### config.mk
export PLATFORM = sky130hd
export DESIGN_NAME = keyed_rst_ctl_reg
export DESIGN_NICKNAME = d
export VERILOG_FILES = /design/src/rtl/krc_pkg.sv /design/src/rtl/krc_rst_sync.sv /design/src/rtl/krc_decode.sv /design/src/rtl/krc_fields.sv /design/src/rtl/krc_pulse.sv /design/src/rtl/krc_rdfmt.sv /design/src/rtl/keyed_rst_ctl_reg.sv
export SDC_FILE = /design/constraint.sdc
export NUM_CORES = 1
export LEC_CHECK = 0
export BUFFER_PORTS_ARGS = -buffer_cell sky130_fd_sc_hd__clkbuf_2
export CORE_UTILIZATION = 36
export CTS_BUF_LIST = sky130_fd_sc_hd__clkbuf_8
export CTS_CLUSTER_SIZE = 40
export DETAILED_ROUTE_END_ITERATION = 10
export GPL_TIMING_DRIVEN = 0
export HOLD_SLACK_MARGIN = 0.08
export PLACE_DENSITY = 0.95
export SLEW_MARGIN = 40
export SYNTH_ARGS = -nofsm -noshare
export SYNTH_HDL_FRONTEND = slang
export SYNTH_SLANG_ARGS = --single-unit
### constraint.sdc
create_clock -name clk -period 1.4 [get_ports clk]
set_input_delay 0.14 -clock clk [delete_from_list [all_inputs] [get_ports clk]]
set_output_delay 0.14 -clock clk [all_outputs]
set_load 0.02 [all_outputs]
### src/rtl/krc_pkg.sv
package krc_pkg;
  localparam int DATA_W      = 32;
  localparam int KEY_W       = 16;
  localparam int KEY_LSB     = DATA_W - KEY_W;
  localparam logic [KEY_W-1:0] UNLOCK_KEY = 16'h05FA;
  localparam logic [KEY_W-1:0] READ_SIG   = 16'hFA05;
  localparam int PG_W        = 3;
  localparam int PG_LSB      = 8;
  localparam int NST_BIT     = 13;
  localparam int GATE_BIT    = 3;
  localparam int REQ_BIT     = 2;

  typedef struct packed {
    logic            ns_tgt;
    logic            gate;
    logic [PG_W-1:0] pg;
  } krc_fields_t;
endpackage

### src/rtl/krc_rst_sync.sv
module krc_rst_sync #(
  parameter int STAGES = 2
) (
  input  logic clk,
  input  logic rst_n,
  output logic rst_sync_n
);
  logic [STAGES-1:0] chain_q;

  always_ff @(posedge clk or negedge rst_n) begin
    if (!rst_n) chain_q <= '0;
    else        chain_q <= {chain_q[STAGES-2:0], 1'b1};
  end

  assign rst_sync_n = chain_q[STAGES-1];
endmodule

### src/rtl/krc_decode.sv
module krc_decode
  import krc_pkg::*;
#(
  parameter int              ADDR_W   = 8,
  parameter logic [ADDR_W-1:0] REG_ADDR = 8'h10
) (
  input  logic [ADDR_W-1:0] bus_addr,
  input  logic              bus_wr,
  input  logic [KEY_W-1:0]  wr_key,
  input  logic              bus_secure,
  output logic              hit,
  output logic              wr_ok,
  output logic              sec_wr_ok
);
  logic key_match;

  always_comb begin
    hit       = (bus_addr == REG_ADDR);
    key_match = (wr_key == UNLOCK_KEY);
    wr_ok     = bus_wr && hit && key_match;
    sec_wr_ok = wr_ok && bus_secure;
  end
endmodule

### src/rtl/krc_fields.sv
module krc_fields
  import krc_pkg::*;
(
  input  logic            clk,
  input  logic            rst_n,
  input  logic            wr_ok,
  input  logic            sec_wr_ok,
  input  logic [PG_W-1:0] wr_pg,
  input  logic            wr_gate,
  input  logic            wr_nst,
  output krc_fields_t     fields
);
  krc_fields_t fld_q, fld_d;
  logic        pg_en, sec_en;

  always_comb begin
    pg_en  = wr_ok;
    sec_en = sec_wr_ok;
    fld_d  = fld_q;
    if (pg_en) fld_d.pg = wr_pg;
    if (sec_en) begin
      fld_d.gate   = wr_gate;
      fld_d.ns_tgt = wr_nst;
    end
  end

  always_ff @(posedge clk or negedge rst_n) begin
    if (!rst_n) fld_q <= '0;
    else if (pg_en || sec_en) fld_q <= fld_d;
  end

  assign fields = fld_q;
endmodule

### src/rtl/krc_pulse.sv
module krc_pulse (
  input  logic clk,
  input  logic rst_n,
  input  logic wr_ok,
  input  logic req_bit,
  input  logic secure,
  input  logic gate,
  output logic pulse
);
  logic pulse_q, pulse_d;

  always_comb begin
    pulse_d = wr_ok && req_bit && (secure || !gate);
  end

  always_ff @(posedge clk or negedge rst_n) begin
    if (!rst_n) pulse_q <= 1'b0;
    else        pulse_q <= pulse_d;
  end

  assign pulse = pulse_q;
endmodule

### src/rtl/krc_rdfmt.sv
module krc_rdfmt
  import krc_pkg::*;
(
  input  logic              hit,
  input  krc_fields_t       fields,
  output logic [DATA_W-1:0] rdata
);
  logic [DATA_W-1:0] word;

  always_comb begin
    word                       = '0;
    word[KEY_LSB +: KEY_W]     = READ_SIG;
    word[PG_LSB +: PG_W]       = fields.pg;
    word[GATE_BIT]             = fields.gate;
    word[NST_BIT]              = fields.ns_tgt;
    rdata                      = hit ? word : '0;
  end
endmodule

### src/rtl/keyed_rst_ctl_reg.sv
module keyed_rst_ctl_reg
  import krc_pkg::*;
#(
  parameter int                ADDR_W      = 8,
  parameter logic [ADDR_W-1:0] REG_ADDR    = 8'h10,
  parameter int                SYNC_STAGES = 2
) (
  input  logic              clk,
  input  logic              rst_n,
  input  logic [ADDR_W-1:0] bus_addr,
  input  logic              bus_wr,
  input  logic [31:0]       bus_wdata,
  input  logic              bus_secure,
  output logic [31:0]       bus_rdata,
  output logic              sys_rst_req,
  output logic [2:0]        prio_group,
  output logic              sec_rst_only,
  output logic              ns_fault_tgt
);
  logic        rst_int_n;
  logic        hit, wr_ok, sec_wr_ok;
  krc_fields_t fields;

  krc_rst_sync #(.STAGES(SYNC_STAGES)) i_sync (
    .clk(clk), .rst_n(rst_n), .rst_sync_n(rst_int_n)
  );

  krc_decode #(.ADDR_W(ADDR_W), .REG_ADDR(REG_ADDR)) i_dec (
    .bus_addr(bus_addr), .bus_wr(bus_wr),
    .wr_key(bus_wdata[KEY_LSB +: KEY_W]), .bus_secure(bus_secure),
    .hit(hit), .wr_ok(wr_ok), .sec_wr_ok(sec_wr_ok)
  );

  krc_fields i_fld (
    .clk(clk), .rst_n(rst_int_n), .wr_ok(wr_ok), .sec_wr_ok(sec_wr_ok),
    .wr_pg(bus_wdata[PG_LSB +: PG_W]), .wr_gate(bus_wdata[GATE_BIT]),
    .wr_nst(bus_wdata[NST_BIT]), .fields(fields)
  );

  krc_pulse i_pls (
    .clk(clk), .rst_n(rst_int_n), .wr_ok(wr_ok), .req_bit(bus_wdata[REQ_BIT]),
    .secure(bus_secure), .gate(fields.gate), .pulse(sys_rst_req)
  );

  krc_rdfmt i_rd (.hit(hit), .fields(fields), .rdata(bus_rdata));

  assign prio_group   = fields.pg;
  assign sec_rst_only = fields.gate;
  assign ns_fault_tgt = fields.ns_tgt;
endmodule

-- After elaboration in Yosys (flattened, before gate mapping)
Index checks and enable logic that the tools add are counted.
- bits in registers: 8
- input bits: 44
- output and inout port bits: 38
- logic and storage cells: 18
- eq/ne operators: 2
- multiplexer cells: 1
- reductions and logical operators: 10
- operator list (kind ; count):
    2-to-1 mux 32 bit ; 1
    equality test 16 x 11 -> 1 bit, second input constant ; 1
    equality test 8 x 5 -> 1 bit, second input constant ; 1
    logical AND 1 bit ; 5
    AND reduction 2 bit ; 2
    logical OR 1 bit ; 2
    zero test 1 bit ; 1

-- Logic depth before layout (Yosys ltp)
- depth in word-level cells: 6
- depth in mapped cells: 5
- depth with buffers taken out: 5

-- By module
From an unflattened synthesis, not the netlist that was laid out.
- cell total of the unflattened synthesis: 61
- area total of the unflattened synthesis: 595.6 um^2
- by module, submodules not included (module ; times used ; cells each ; area each (um^2) ; sequential area each (um^2)):
    krc_rdfmt ; 1 ; 33 ; 237.7 ; 0.0
    krc_fields ; 1 ; 10 ; 181.4 ; 125.1
    krc_decode ; 1 ; 11 ; 81.3 ; 0.0
    krc_rst_sync ; 1 ; 3 ; 53.8 ; 50.0
    krc_pulse ; 1 ; 4 ; 41.3 ; 25.0

-- Worst setup path before layout
No wires, ideal clock.
- path kind: input to register
- from: in bus_addr[3]
- to: reg i_fld.fld_q (netlist bit i_fld.fields[2])
- library setup time: 0.125 ns
- arrival: 1.290 ns
- required time: 1.275 ns
- path slack: -0.015 ns
- stages on the path: 4
- path buffers: 0
- cells stage by stage: nor4b_4 nand2_2 nor4_4 mux2_2
- longest elaborated chain between the ends: 6
- ends and longest elaborated chain (element ; RTL line ; text):
    start: declaration ; keyed_rst_ctl_reg.sv:10 ; input logic [ADDR_W-1:0] bus_addr,
    equality test 8 x 5 -> 1 bit * ; krc_decode.sv:18 ; hit = (bus_addr == REG_ADDR);
    logical AND 1 bit * (2 in a row) ; krc_decode.sv:20 ; wr_ok = bus_wr && hit && key_match;
    logical AND 1 bit ; krc_decode.sv:21 ; sec_wr_ok = wr_ok && bus_secure;
    logical OR 1 bit ; krc_fields.sv:29 ; else if (pg_en || sec_en) fld_q <= fld_d;
    AND reduction 2 bit (no line) * ; - ;
    end signal: assignment ; krc_fields.sv:29 ;
    end: declaration ; krc_fields.sv:13 ; krc_fields_t fld_q, fld_d;
Every way passes the cells marked *; elsewhere a longest branch is shown, timed or not.
A chain may end at the register's enable or synchronous reset.

-- Final worst setup path
- from: in bus_wdata[26]
- to: reg i_fld.fld_q (netlist bit i_fld.fields[0])
- longest elaborated chain between the ends: 5
- ends and longest elaborated chain (element ; RTL line ; text):
    start: declaration ; keyed_rst_ctl_reg.sv:12 ; input logic [31:0] bus_wdata,
    equality test 16 x 11 -> 1 bit * ; krc_decode.sv:19 ; key_match = (wr_key == UNLOCK_KEY);
    logical AND 1 bit * ; krc_decode.sv:20 ;
    logical AND 1 bit ; krc_decode.sv:21 ;
    logical OR 1 bit ; krc_fields.sv:29 ;
    AND reduction 2 bit (no line) * ; - ;
Marked as above.

==> key figures <==
Timing
  • Fin worst setup slack: -30.5 ps
  • Layout Skew: around 1.2 ps
  • Hold Violations, Final: 0
  • Slew Limit Fails: 0
  • Unrepaired setup endpoints after global routing: yes
  • Achievable Freq: ~700 MHz
  • Final Setup Violations: 3
  • Tmin final: approximately 1400 ps
  • Fin Hold WS: between 90 and 100 ps
  • Fin crit share: 1.02

Clocking
  • Root buffer selected by CTS: clkbuf_8
  • Worst-Skew Late Latency: between 200 and 250 ps
  • Maximum clock insertion buffer count: 2
  • Clk sinks: 8
  • CTS tree: done
  • Worst-path clk slew: roughly 40 ps
  • H-tree levels: 1
  • Number of buffers created by CTS: 3

Placed design
  • Routability cong.: around 0.58
  • Post-Place Setup Slack: -237 ps
  • HPWL after DPL: ~1300 um
  • Port Buffers: 52

Synthesis
  • Top FF cell, synth: dfrtp_1
  • Mapped Area: 664 um2
  • Ys Warns: 0
  • Yosys cell types: 21
  • Async S/R FF share, synth: 1.00
  • Number of enable flip-flop cells after synthesis: 0
  • Sequential area share after synthesis: 0.301
  • Seq cells post-synth: 8
  • Synth Instances: 65
  • Mean Syn Cell Area: between 10 and 15 um2

Outcome
  • Failing checks: negative setup slack
  • Status: finished, violations left

Finish
  • N_diodes: 0
  • Layout cell share with drive strength beyond 1: 0.734
  • Final #Nets: between 150 and 200
  • Final core occ: 0.667
  • Area Overhead vs Synth: 73.3%

Power and ir drop
  • Leak: ~0.72 nW
  • Pwr Density: between 500 and 600 nW/um2
  • Peak supply drop: 0.000703 V
  • Tot Pwr: between 0.0006 and 0.0007 W

Floorplanning
  • Die Span X: approximately 45 um
  • Die ar.: 2020 um2
  • IO Pins: a little over 80
  • Die height: ~45 um
  • Initial Util: 0.385
  • Number of cell rows: 15
  • Core area: around 1700 um2

Setup path
  • WP buf/inv: 2
  • R2R depth: 3
  • CP Capture Type: flip-flop
  • Delay of the slowest cell on the worst path: around 340 ps
  • CP Class: in -> reg
  • Crit-path max FO: 3
  • Slowest-stage cell, CP: nor4_4
  • FF-to-FF setup slack: ~560 ps
  • Worst EP required: roughly 1500 ps
  • Signal arrival time at the worst endpoint: roughly 1500 ps
  • Crit start category: primary input
  • Critical path depth: 6
  • Top Family by Delay on Critical Path: simple AND/OR/NAND/NOR gates
  • Worst R2R End: i_pls.pulse$_DFF_PN0_
  • Cells along the critical path: clkbuf_2 > nor4bb_1 > nand4_1 > buf_4 > nor4_4 > mux2_4
  • Worst r2r src: i_fld.fields[3]$_DFFE_PN0P_

Global routing
  • Antenna violations before repair: 0
  • Remaining Overflow, GRT: 0
  • GRT Total Usage: 0.143
  • Vias in the first global route: between 500 and 600
  • Global-route wire length before repair: roughly 2000 um
  • Pin count of the biggest net entering global routing: 10

Route
  • ANT nets after route: 0
  • Iteration-0 DRC Markers: 7
  • WL per Instance: approximately 10 um
  • Vias post-DR: 676
  • DRT Pass-1 Iters: 3
  • DRC errors left: 0
  • Vias/cell: a little over 4
  • Drt total wl: between 1500 and 2000 um

Run
  • Max-Cap Viols: 0

Hold path
  • Hold crit path type: reg -> async
## kinds of logic (layout without fill, tap and decap cells)
family / count (synthesis) / after routing / synth area share
buffers and inverters: 29 / 89 / 0.316
and+or+nand+nor: 20 / 20 / 0.279
DFF: 8 / 8 / 0.301
muxes: 5 / 5 / 0.0847
other: 2 / 20 / 0.0113
AOI/OAI and AO/OA: 1 / 1 / 0.00753
## layout make-up
type	instances	area [um2]
buffer	27	203
clock buffer	3	41.3
fill	158	576
inverter	2	10.0
multi-input combinational	46	365
sequential	8	200
tap	25	31.3
timing repair buffer	57	300
## worst max path at each step
stage	from	to	slack, ps
floorplan	bus_addr[3]	i_fld.fields[3]$_DFFE_PN0P_	-10
global placement	bus_addr[3]	i_fld.fields[3]$_DFFE_PN0P_	-230
detailed placement	bus_addr[3]	i_fld.fields[4]$_DFFE_PN0P_	-240
CTS	bus_addr[3]	i_fld.fields[4]$_DFFE_PN0P_	-6
global route	bus_wdata[27]	i_fld.fields[0]$_DFFE_PN0P_	-110
finish	bus_wdata[26]	i_fld.fields[0]$_DFFE_PN0P_	-30
## state kept, by name, summed over array words and instances, names as in the netlist
signal,count
i_fld.fields,5
i_pls.pulse,1
i_sync.chain_q,2
## what timing repair did
action	4_1_cts	5_1_grt
resized for setup	1	7
setup endpoints to repair	8	13
setup buffers	0	4
hold buffers	1	0
hold endpoints to repair	2	0
pin swaps	0	7
## synth_stat cells (2+ instances only)
| cell | count | share of area |
|---|---|---|
| conb_1 | 2 | 0.011 |
| nor4_4 | 2 | 0.064 |
| dfrtp_1 | 8 | 0.30 |
| inv_1 | 2 | 0.011 |
| nor4bb_1 | 2 | 0.030 |
| and3_2 | 4 | 0.045 |
| nand2_1 | 2 | 0.011 |
| buf_4 | 27 | 0.31 |
| mux2_2 | 3 | 0.051 |
| mux2_1 | 2 | 0.034 |
## cell usage in the layout, fill, tap and decap left out, drive strengths merged
| cell | count |
|---|---|
| and2b | 1 |
| or3 | 1 |
| dfrtp | 8 |
| and3 | 4 |
| nor4b | 1 |
| mux2 | 5 |
| dlygate4sd3 | 1 |
| buf | 31 |
| nand2 | 3 |
| o21ai | 1 |
| nor4 | 4 |
| nor2 | 1 |
| inv | 2 |
| nand3 | 1 |
| conb | 20 |
| nand4 | 1 |
| clkbuf | 55 |
| nor4bb | 2 |
| nor3 | 1 |
## worst reg2reg max path: cells and delay by family (launching register included)
kind | cells | cell delay, ps
flops | 1 | 390
simple gates | 1 | 180
compound gates | 1 | 100
buf+inv | 1 | 70
## through the flow
step                      setup TNS (ps)  cells  cell area [um2]
final                              -88.2    168             1150
after CTS                          -6.34    164             1080
after floorplan                    -21.1     83              739
after global routing                -446    168             1150
after global placement              -896    160             1030
after detailed placement           -1410    160             1030
## metal layers
metal  global-route usage  wire [um]  up-vias  part of all wire
met1                0.129        527      307              0.31
met2                0.281        992       32              0.59
met5                    0          0        -                 0
met4               0.0364         28        0             0.017
met3               0.0640        140        5             0.083
li1                     -          -      332                 -
## power breakdown
group | internal (W) | switching (W)
Sequential | 0.000235 | 0.00000343
Combinational | 0.0000861 | 0.0000858
Clock | 0.000186 | 0.0000868
Total | 0.000507 | 0.000176
Power figures use the tool's default switching activity.
